## src/rtl/osc_pwr_pkg.sv

```systemverilog
package osc_pwr_pkg;

  typedef enum logic [1:0] {
    ST_IDLE  = 2'd0,
    ST_XWAIT = 2'd1,
    ST_PWAIT = 2'd2,
    ST_FIN   = 2'd3
  } seq_state_e;

  typedef struct packed {
    logic xtal;
    logic pll;
    logic on;
  } pwr_req_t;

  typedef struct packed {
    logic oe_xtal;
    logic oe_pll;
    logic xtal_set;
    logic xtal_clr;
    logic pd_set;
    logic pd_clr;
  } pin_cmd_t;

endpackage

```

## src/rtl/osc_pwr_timer.sv

```systemverilog
module osc_pwr_timer #(
  parameter int CW = 8
) (
  input  logic          clk,
  input  logic          rst_n,
  input  logic          load_i,
  input  logic [CW-1:0] load_val_i,
  output logic          zero_o
);

  logic [CW-1:0] cnt_q;
  logic [CW-1:0] cnt_d;
  logic          cnt_en;

  assign zero_o = (cnt_q == '0);

  always_comb begin
    cnt_en = 1'b0;
    cnt_d  = cnt_q;
    if (load_i) begin
      cnt_en = 1'b1;
      cnt_d  = load_val_i;
    end else if (!zero_o) begin
      cnt_en = 1'b1;
      cnt_d  = cnt_q - 1'b1;
    end
  end

  always_ff @(posedge clk or negedge rst_n) begin
    if (!rst_n) begin
      cnt_q <= '0;
    end else if (cnt_en) begin
      cnt_q <= cnt_d;
    end
  end

endmodule

```

## src/rtl/osc_pwr_pins.sv

```systemverilog
module osc_pwr_pins
  import osc_pwr_pkg::*;
(
  input  logic     clk,
  input  logic     rst_n,
  input  pin_cmd_t cmd_i,
  output logic     xtal_pu_o,
  output logic     pll_pd_o,
  output logic     xtal_oe_o,
  output logic     pll_oe_o
);

  logic xtal_q, pd_q, oex_q, oep_q;
  logic xtal_d, pd_d, oex_d, oep_d;
  logic upd_en;

  assign upd_en = |cmd_i;

  always_comb begin
    xtal_d = xtal_q;
    if (cmd_i.xtal_set)      xtal_d = 1'b1;
    else if (cmd_i.xtal_clr) xtal_d = 1'b0;
    pd_d = pd_q;
    if (cmd_i.pd_set)        pd_d = 1'b1;
    else if (cmd_i.pd_clr)   pd_d = 1'b0;
    oex_d = oex_q | cmd_i.oe_xtal;
    oep_d = oep_q | cmd_i.oe_pll;
  end

  always_ff @(posedge clk or negedge rst_n) begin
    if (!rst_n) begin
      xtal_q <= 1'b0;
      pd_q   <= 1'b0;
      oex_q  <= 1'b0;
      oep_q  <= 1'b0;
    end else if (upd_en) begin
      xtal_q <= xtal_d;
      pd_q   <= pd_d;
      oex_q  <= oex_d;
      oep_q  <= oep_d;
    end
  end

  assign xtal_pu_o = xtal_q;
  assign pll_pd_o  = pd_q;
  assign xtal_oe_o = oex_q;
  assign pll_oe_o  = oep_q;

endmodule

```

## src/rtl/osc_pwr_ctrl.sv

```systemverilog
module osc_pwr_ctrl
  import osc_pwr_pkg::*;
#(
  parameter int XTAL_SETTLE_CYC = 64,
  parameter int PLL_SETTLE_CYC  = 320,
  parameter int CW              = 9
) (
  input  logic          clk,
  input  logic          rst_n,
  input  logic          req_valid_i,
  input  pwr_req_t      req_i,
  input  logic          xtal_sense_i,
  input  logic          tmr_zero_i,
  output logic          tmr_load_o,
  output logic [CW-1:0] tmr_val_o,
  output pin_cmd_t      cmd_o,
  output logic          busy_o,
  output logic          done_o,
  output logic          abort_clr_o
);

  localparam logic [CW-1:0] XWAIT_LOAD = CW'(XTAL_SETTLE_CYC - 1);
  localparam logic [CW-1:0] PWAIT_LOAD = CW'(PLL_SETTLE_CYC - 1);

  seq_state_e state_q, state_d;
  logic       pll_q, on_q;
  logic       accept;

  assign accept = req_valid_i && (state_q == ST_IDLE);

  always_comb begin
    state_d    = state_q;
    tmr_load_o = 1'b0;
    tmr_val_o  = '0;
    cmd_o      = '0;
    unique case (state_q)
      ST_IDLE: begin
        if (accept) begin
          if (!req_i.xtal && !req_i.pll) begin
            state_d = ST_FIN;
          end else if (!req_i.on) begin
            cmd_o.oe_xtal  = req_i.xtal;
            cmd_o.oe_pll   = req_i.pll;
            cmd_o.xtal_clr = req_i.xtal;
            cmd_o.pd_set   = req_i.pll;
            state_d        = ST_FIN;
          end else if (xtal_sense_i) begin
            state_d = ST_FIN;
          end else if (req_i.xtal) begin
            cmd_o.oe_xtal  = 1'b1;
            cmd_o.oe_pll   = req_i.pll;
            cmd_o.xtal_set = 1'b1;
            cmd_o.pd_set   = req_i.pll;
            tmr_load_o     = 1'b1;
            tmr_val_o      = XWAIT_LOAD;
            state_d        = ST_XWAIT;
          end else begin
            cmd_o.oe_pll = 1'b1;
            cmd_o.pd_clr = 1'b1;
            tmr_load_o   = 1'b1;
            tmr_val_o    = PWAIT_LOAD;
            state_d      = ST_PWAIT;
          end
        end
      end
      ST_XWAIT: begin
        if (tmr_zero_i) begin
          if (pll_q) begin
            cmd_o.pd_clr = 1'b1;
            tmr_load_o   = 1'b1;
            tmr_val_o    = PWAIT_LOAD;
            state_d      = ST_PWAIT;
          end else begin
            state_d = ST_FIN;
          end
        end
      end
      ST_PWAIT: begin
        if (tmr_zero_i) state_d = ST_FIN;
      end
      ST_FIN: begin
        state_d = ST_IDLE;
      end
      default: state_d = ST_IDLE;
    endcase
  end

  always_ff @(posedge clk or negedge rst_n) begin
    if (!rst_n) begin
      state_q <= ST_IDLE;
    end else begin
      state_q <= state_d;
    end
  end

  always_ff @(posedge clk or negedge rst_n) begin
    if (!rst_n) begin
      pll_q <= 1'b0;
      on_q  <= 1'b0;
    end else if (accept) begin
      pll_q <= req_i.pll;
      on_q  <= req_i.on;
    end
  end

  assign busy_o      = (state_q != ST_IDLE);
  assign done_o      = (state_q == ST_FIN);
  assign abort_clr_o = (state_q == ST_FIN) && on_q;

endmodule

```

## src/rtl/osc_pwr_seq.sv

```systemverilog
module osc_pwr_seq
  import osc_pwr_pkg::*;
#(
  parameter int XTAL_SETTLE_CYC = 64,
  parameter int PLL_SETTLE_CYC  = 320
) (
  input  logic clk,
  input  logic rst_n,
  input  logic req_valid_i,
  input  logic req_xtal_i,
  input  logic req_pll_i,
  input  logic req_on_i,
  input  logic xtal_sense_i,
  output logic xtal_pu_o,
  output logic pll_pd_o,
  output logic xtal_oe_o,
  output logic pll_oe_o,
  output logic abort_clr_o,
  output logic busy_o,
  output logic done_o
);

  localparam int MAX_CYC = (XTAL_SETTLE_CYC > PLL_SETTLE_CYC) ? XTAL_SETTLE_CYC
                                                               : PLL_SETTLE_CYC;
  localparam int CW      = $clog2(MAX_CYC + 1);

  pwr_req_t      req;
  pin_cmd_t      cmd;
  logic          tmr_load, tmr_zero;
  logic [CW-1:0] tmr_val;

  assign req.xtal = req_xtal_i;
  assign req.pll  = req_pll_i;
  assign req.on   = req_on_i;

  osc_pwr_ctrl #(
    .XTAL_SETTLE_CYC(XTAL_SETTLE_CYC),
    .PLL_SETTLE_CYC (PLL_SETTLE_CYC),
    .CW             (CW)
  ) u_ctrl (
    .clk         (clk),
    .rst_n       (rst_n),
    .req_valid_i (req_valid_i),
    .req_i       (req),
    .xtal_sense_i(xtal_sense_i),
    .tmr_zero_i  (tmr_zero),
    .tmr_load_o  (tmr_load),
    .tmr_val_o   (tmr_val),
    .cmd_o       (cmd),
    .busy_o      (busy_o),
    .done_o      (done_o),
    .abort_clr_o (abort_clr_o)
  );

  osc_pwr_timer #(.CW(CW)) u_timer (
    .clk       (clk),
    .rst_n     (rst_n),
    .load_i    (tmr_load),
    .load_val_i(tmr_val),
    .zero_o    (tmr_zero)
  );

  osc_pwr_pins u_pins (
    .clk      (clk),
    .rst_n    (rst_n),
    .cmd_i    (cmd),
    .xtal_pu_o(xtal_pu_o),
    .pll_pd_o (pll_pd_o),
    .xtal_oe_o(xtal_oe_o),
    .pll_oe_o (pll_oe_o)
  );

endmodule

```

## config.mk

```make
export PLATFORM = sky130hd
export DESIGN_NAME = osc_pwr_seq
export DESIGN_NICKNAME = d
export VERILOG_FILES = /design/src/rtl/osc_pwr_pkg.sv /design/src/rtl/osc_pwr_timer.sv /design/src/rtl/osc_pwr_pins.sv /design/src/rtl/osc_pwr_ctrl.sv /design/src/rtl/osc_pwr_seq.sv
export SDC_FILE = /design/constraint.sdc
export NUM_CORES = 1
export LEC_CHECK = 0
export ABC_AREA = 1
export BUFFER_PORTS_ARGS = -buffer_cell sky130_fd_sc_hd__buf_2
export CORE_MARGIN = 10
export CORE_UTILIZATION = 40
export DETAILED_ROUTE_END_ITERATION = 8
export GPL_TIMING_DRIVEN = 1
export REMOVE_ABC_BUFFERS = 1
export SYNTH_ARGS = -nofsm -noshare
export SYNTH_HDL_FRONTEND = slang
export SYNTH_SLANG_ARGS = --single-unit
export TNS_END_PERCENT = 1
```

## constraint.sdc

```tcl
create_clock -name clk -period 2.7 [get_ports clk]
set_input_delay 0.54 -clock clk [delete_from_list [all_inputs] [get_ports clk]]
set_output_delay 0.54 -clock clk [all_outputs]
set_load 0.005 [all_outputs]
```

==> results_dict.tcl <==
set metrics [dict create \
    status "finished clean" \
    post-cts-setup-buffers 0 \
    routed_via_density 4.86 \
    crit_top_cell "inv_1" \
    dieWidth_um 72.6 \
    yosys.area_share.simple_pct 38.9 \
    coreArea_um2 2710 \
    post-place-cells 191 \
    ys_seq_elements 17 \
    slew_viol_final 0 \
    final_common_cell "nand2_1" \
    ctsResizeCount 0 \
    drive_gt1_share_pct 21.3 \
    cts_made_buffers 3 \
    fillers 285 \
    ctsLongestPathBuffers 2 \
    crit_fanout 6 \
    io_buffers 13 \
    fin_crit_ps 1840 \
    gp_congestion 0.797 \
    post_dp_cell_area_um2 1210 \
    fin_crit_sh_pct 68.2 \
    grt_use_total_pct 9.92 \
    htreeDepth 1 \
    path_clk_slew_ps 110 \
    synthMuxAreaShare_pct 0 \
    synth_compound_area_share_pct 6.32 \
    cts_tree "yes" \
    pwr_density_cell_nw_per_um2 1030 \
    grt_max_degree 18 \
    critPathSlowestCell "dfrtp_1" \
    hold_violations 0 \
    cts_root_buf "clkbuf_4" \
    cts.hold.buffers_added 0 \
    crit_path_start_kind "flip-flop" \
    vias 947 \
    tightest_slew_ps 398 \
    seq_area_frac_synth_pct 38.4 \
    drtPass1Iterations 4 \
    wl_per_cell_um 12.0 \
    arrival_ps 1300 \
    setup_viol 0 \
    power_leakage_nw 0.661 \
    io_pins 14 \
    synth_top_family_by_area "simple AND/OR/NAND/NOR gates" \
    grt_pass1_vias 989 \
    layout_common_cells "41 x nand2_1, 18 x inv_1, 17 x dfrtp_1" \
    antenna_left 0 \
    cpPeakStageDelay_ps 430 \
    die_h_um 72.6 \
    ir_worst_vdd_mv 0.474 \
    clock_skew_ps 7.68 \
    fin_setup_tns_ps 0 \
    end_kind "output pin" \
    fmax_mhz 543 \
    syn-instance-count 147 \
    area_delta_synth_final_pct 11.7 \
    grt_pass1_wl_mm 4.36 \
    synth_xor_area_share_pct 0.790 \
    fin_cells 195 \
    fin_nets 178 \
    start_util_pct 40.9 \
    hp-class "in2async" \
    clock_latency_ps 290 \
    dieArea_um2 5280 \
    maxSlewHeadroom_pct 73.5 \
    synth_cell_types 28 \
    synth_area_um2 1110 \
    yosysWarningCount 0 \
    drt-initial-drc-count 41 \
    drc 0 \
    synthAdderAreaFrac_pct 6.77 \
    rows 19 \
    n_antenna_cell 0 \
    avgSynthCellArea_um2 7.54 \
    cts.sinks 17 \
    critPathRequiredTime_ps 2160 \
    crit_type "reg2out" \
    routed_wl_mm 2.33 \
    cp_cell_sequence "inv_1 -> ha_1 -> inv_1 -> buf_2" \
    drv_cap 0 \
    dpl.hpwl_mm 1.85 \
    fin_area_um2 1240 \
    grt_overflow 0 \
    grt_antenna_before_repair 0 \
    rsz0062_at_grt "false" \
]
## cell type report
| cell class | instances | area (µm²) | area share [%] |
|---|---|---|---|
| inverters | 24 | 97.6 | 7.88 |
| clock buffers | 4 | 26.3 | 2.12 |
| multi-input cells | 106 | 586 | 47.3 |
| well taps | 31 | 38.8 | 3.13 |
| repair buffers | 13 | 65.1 | 5.25 |
| flip-flops and latches | 17 | 425 | 34.3 |
## sequential cells by signal, indices dropped and copies added, names as in the netlist
name / flops
u_pins.pll_oe_o: 1
u_pins.pll_pd_o: 1
u_timer.cnt_q: 9
u_ctrl.on_q: 1
u_ctrl.pll_q: 1
u_pins.xtal_pu_o: 1
u_pins.xtal_oe_o: 1
u_ctrl.state_q: 2
## power by group
part           total, mW  internal [mW]  switching, mW
clock              0.141         0.0574         0.0836
combinational      0.657          0.262          0.395
sequential         0.483          0.374          0.109
total               1.28          0.693          0.588
## synthesized netlist by cell type (all sizes together)
master | instances | area, µm²
a21oi | 2 | 13.8
and2 | 1 | 6.26
clkinv | 1 | 8.76
dfrtp | 17 | 425
ha | 6 | 75.1
inv | 23 | 88.8
nand2 | 45 | 194
nand3 | 14 | 87.6
nand3b | 1 | 7.51
nand4 | 4 | 25.0
nor2 | 17 | 83.8
nor3 | 3 | 15.0
o211ai | 1 | 7.51
o21ai | 7 | 35.0
o21bai | 1 | 7.51
o22ai | 1 | 6.26
or2 | 2 | 12.5
xnor2 | 1 | 8.76
## logic make-up after synthesis
logic type	Yosys count
and+or+nand+nor	87
buffers and inverters	24
DFF	17
AOI/OAI and AO/OA	12
adders and majority gates	6
xor gates and xnor gates	1
## worst max-delay path, delay by kind of cell, from the launching register on
family | cells | cell delay (ps)
buf+inv | 3 | 360
fa+ha+maj | 1 | 230
flops | 1 | 430
## per-layer routing
metal	part of all wire (%)	vias up	track usage [%]	wire length, µm
met4	0.73	0	3.80	17
met2	48	10	16.3	1110
met1	49	433	12.3	1130
met5	0	-	0	0
li1	-	502	-	-
met3	3.0	2	2.18	69
## worst paths after layout
path                                   start               end  slack (ps)  cells after the start
max                        u_ctrl.state_q[0]            busy_o         860                      4
min                                    rst_n  u_timer.cnt_q[2]         160                      1
max reg2reg                u_ctrl.state_q[0]  u_timer.cnt_q[8]        1210                      8
min reg2reg                 u_pins.xtal_oe_o  u_pins.xtal_oe_o         480                      1
max in group asynchronous              rst_n      u_ctrl.pll_q        2260                      1
min in group clk            u_pins.xtal_oe_o  u_pins.xtal_oe_o         480                      1
## per-stage QoR
stage                     setup WS (ps)  hold WS [ps]  util (%)  power (mW)
final                               860           155      45.7        1.28
after global routing                799           176      45.7        1.43
after CTS                           861           167      45.7        1.30
after detailed placement           1200           456      44.7        1.15
after global placement             1200           450      44.7        1.15
after floorplan                    1350           244         -       0.984
(Power assumes the default switching activity.)
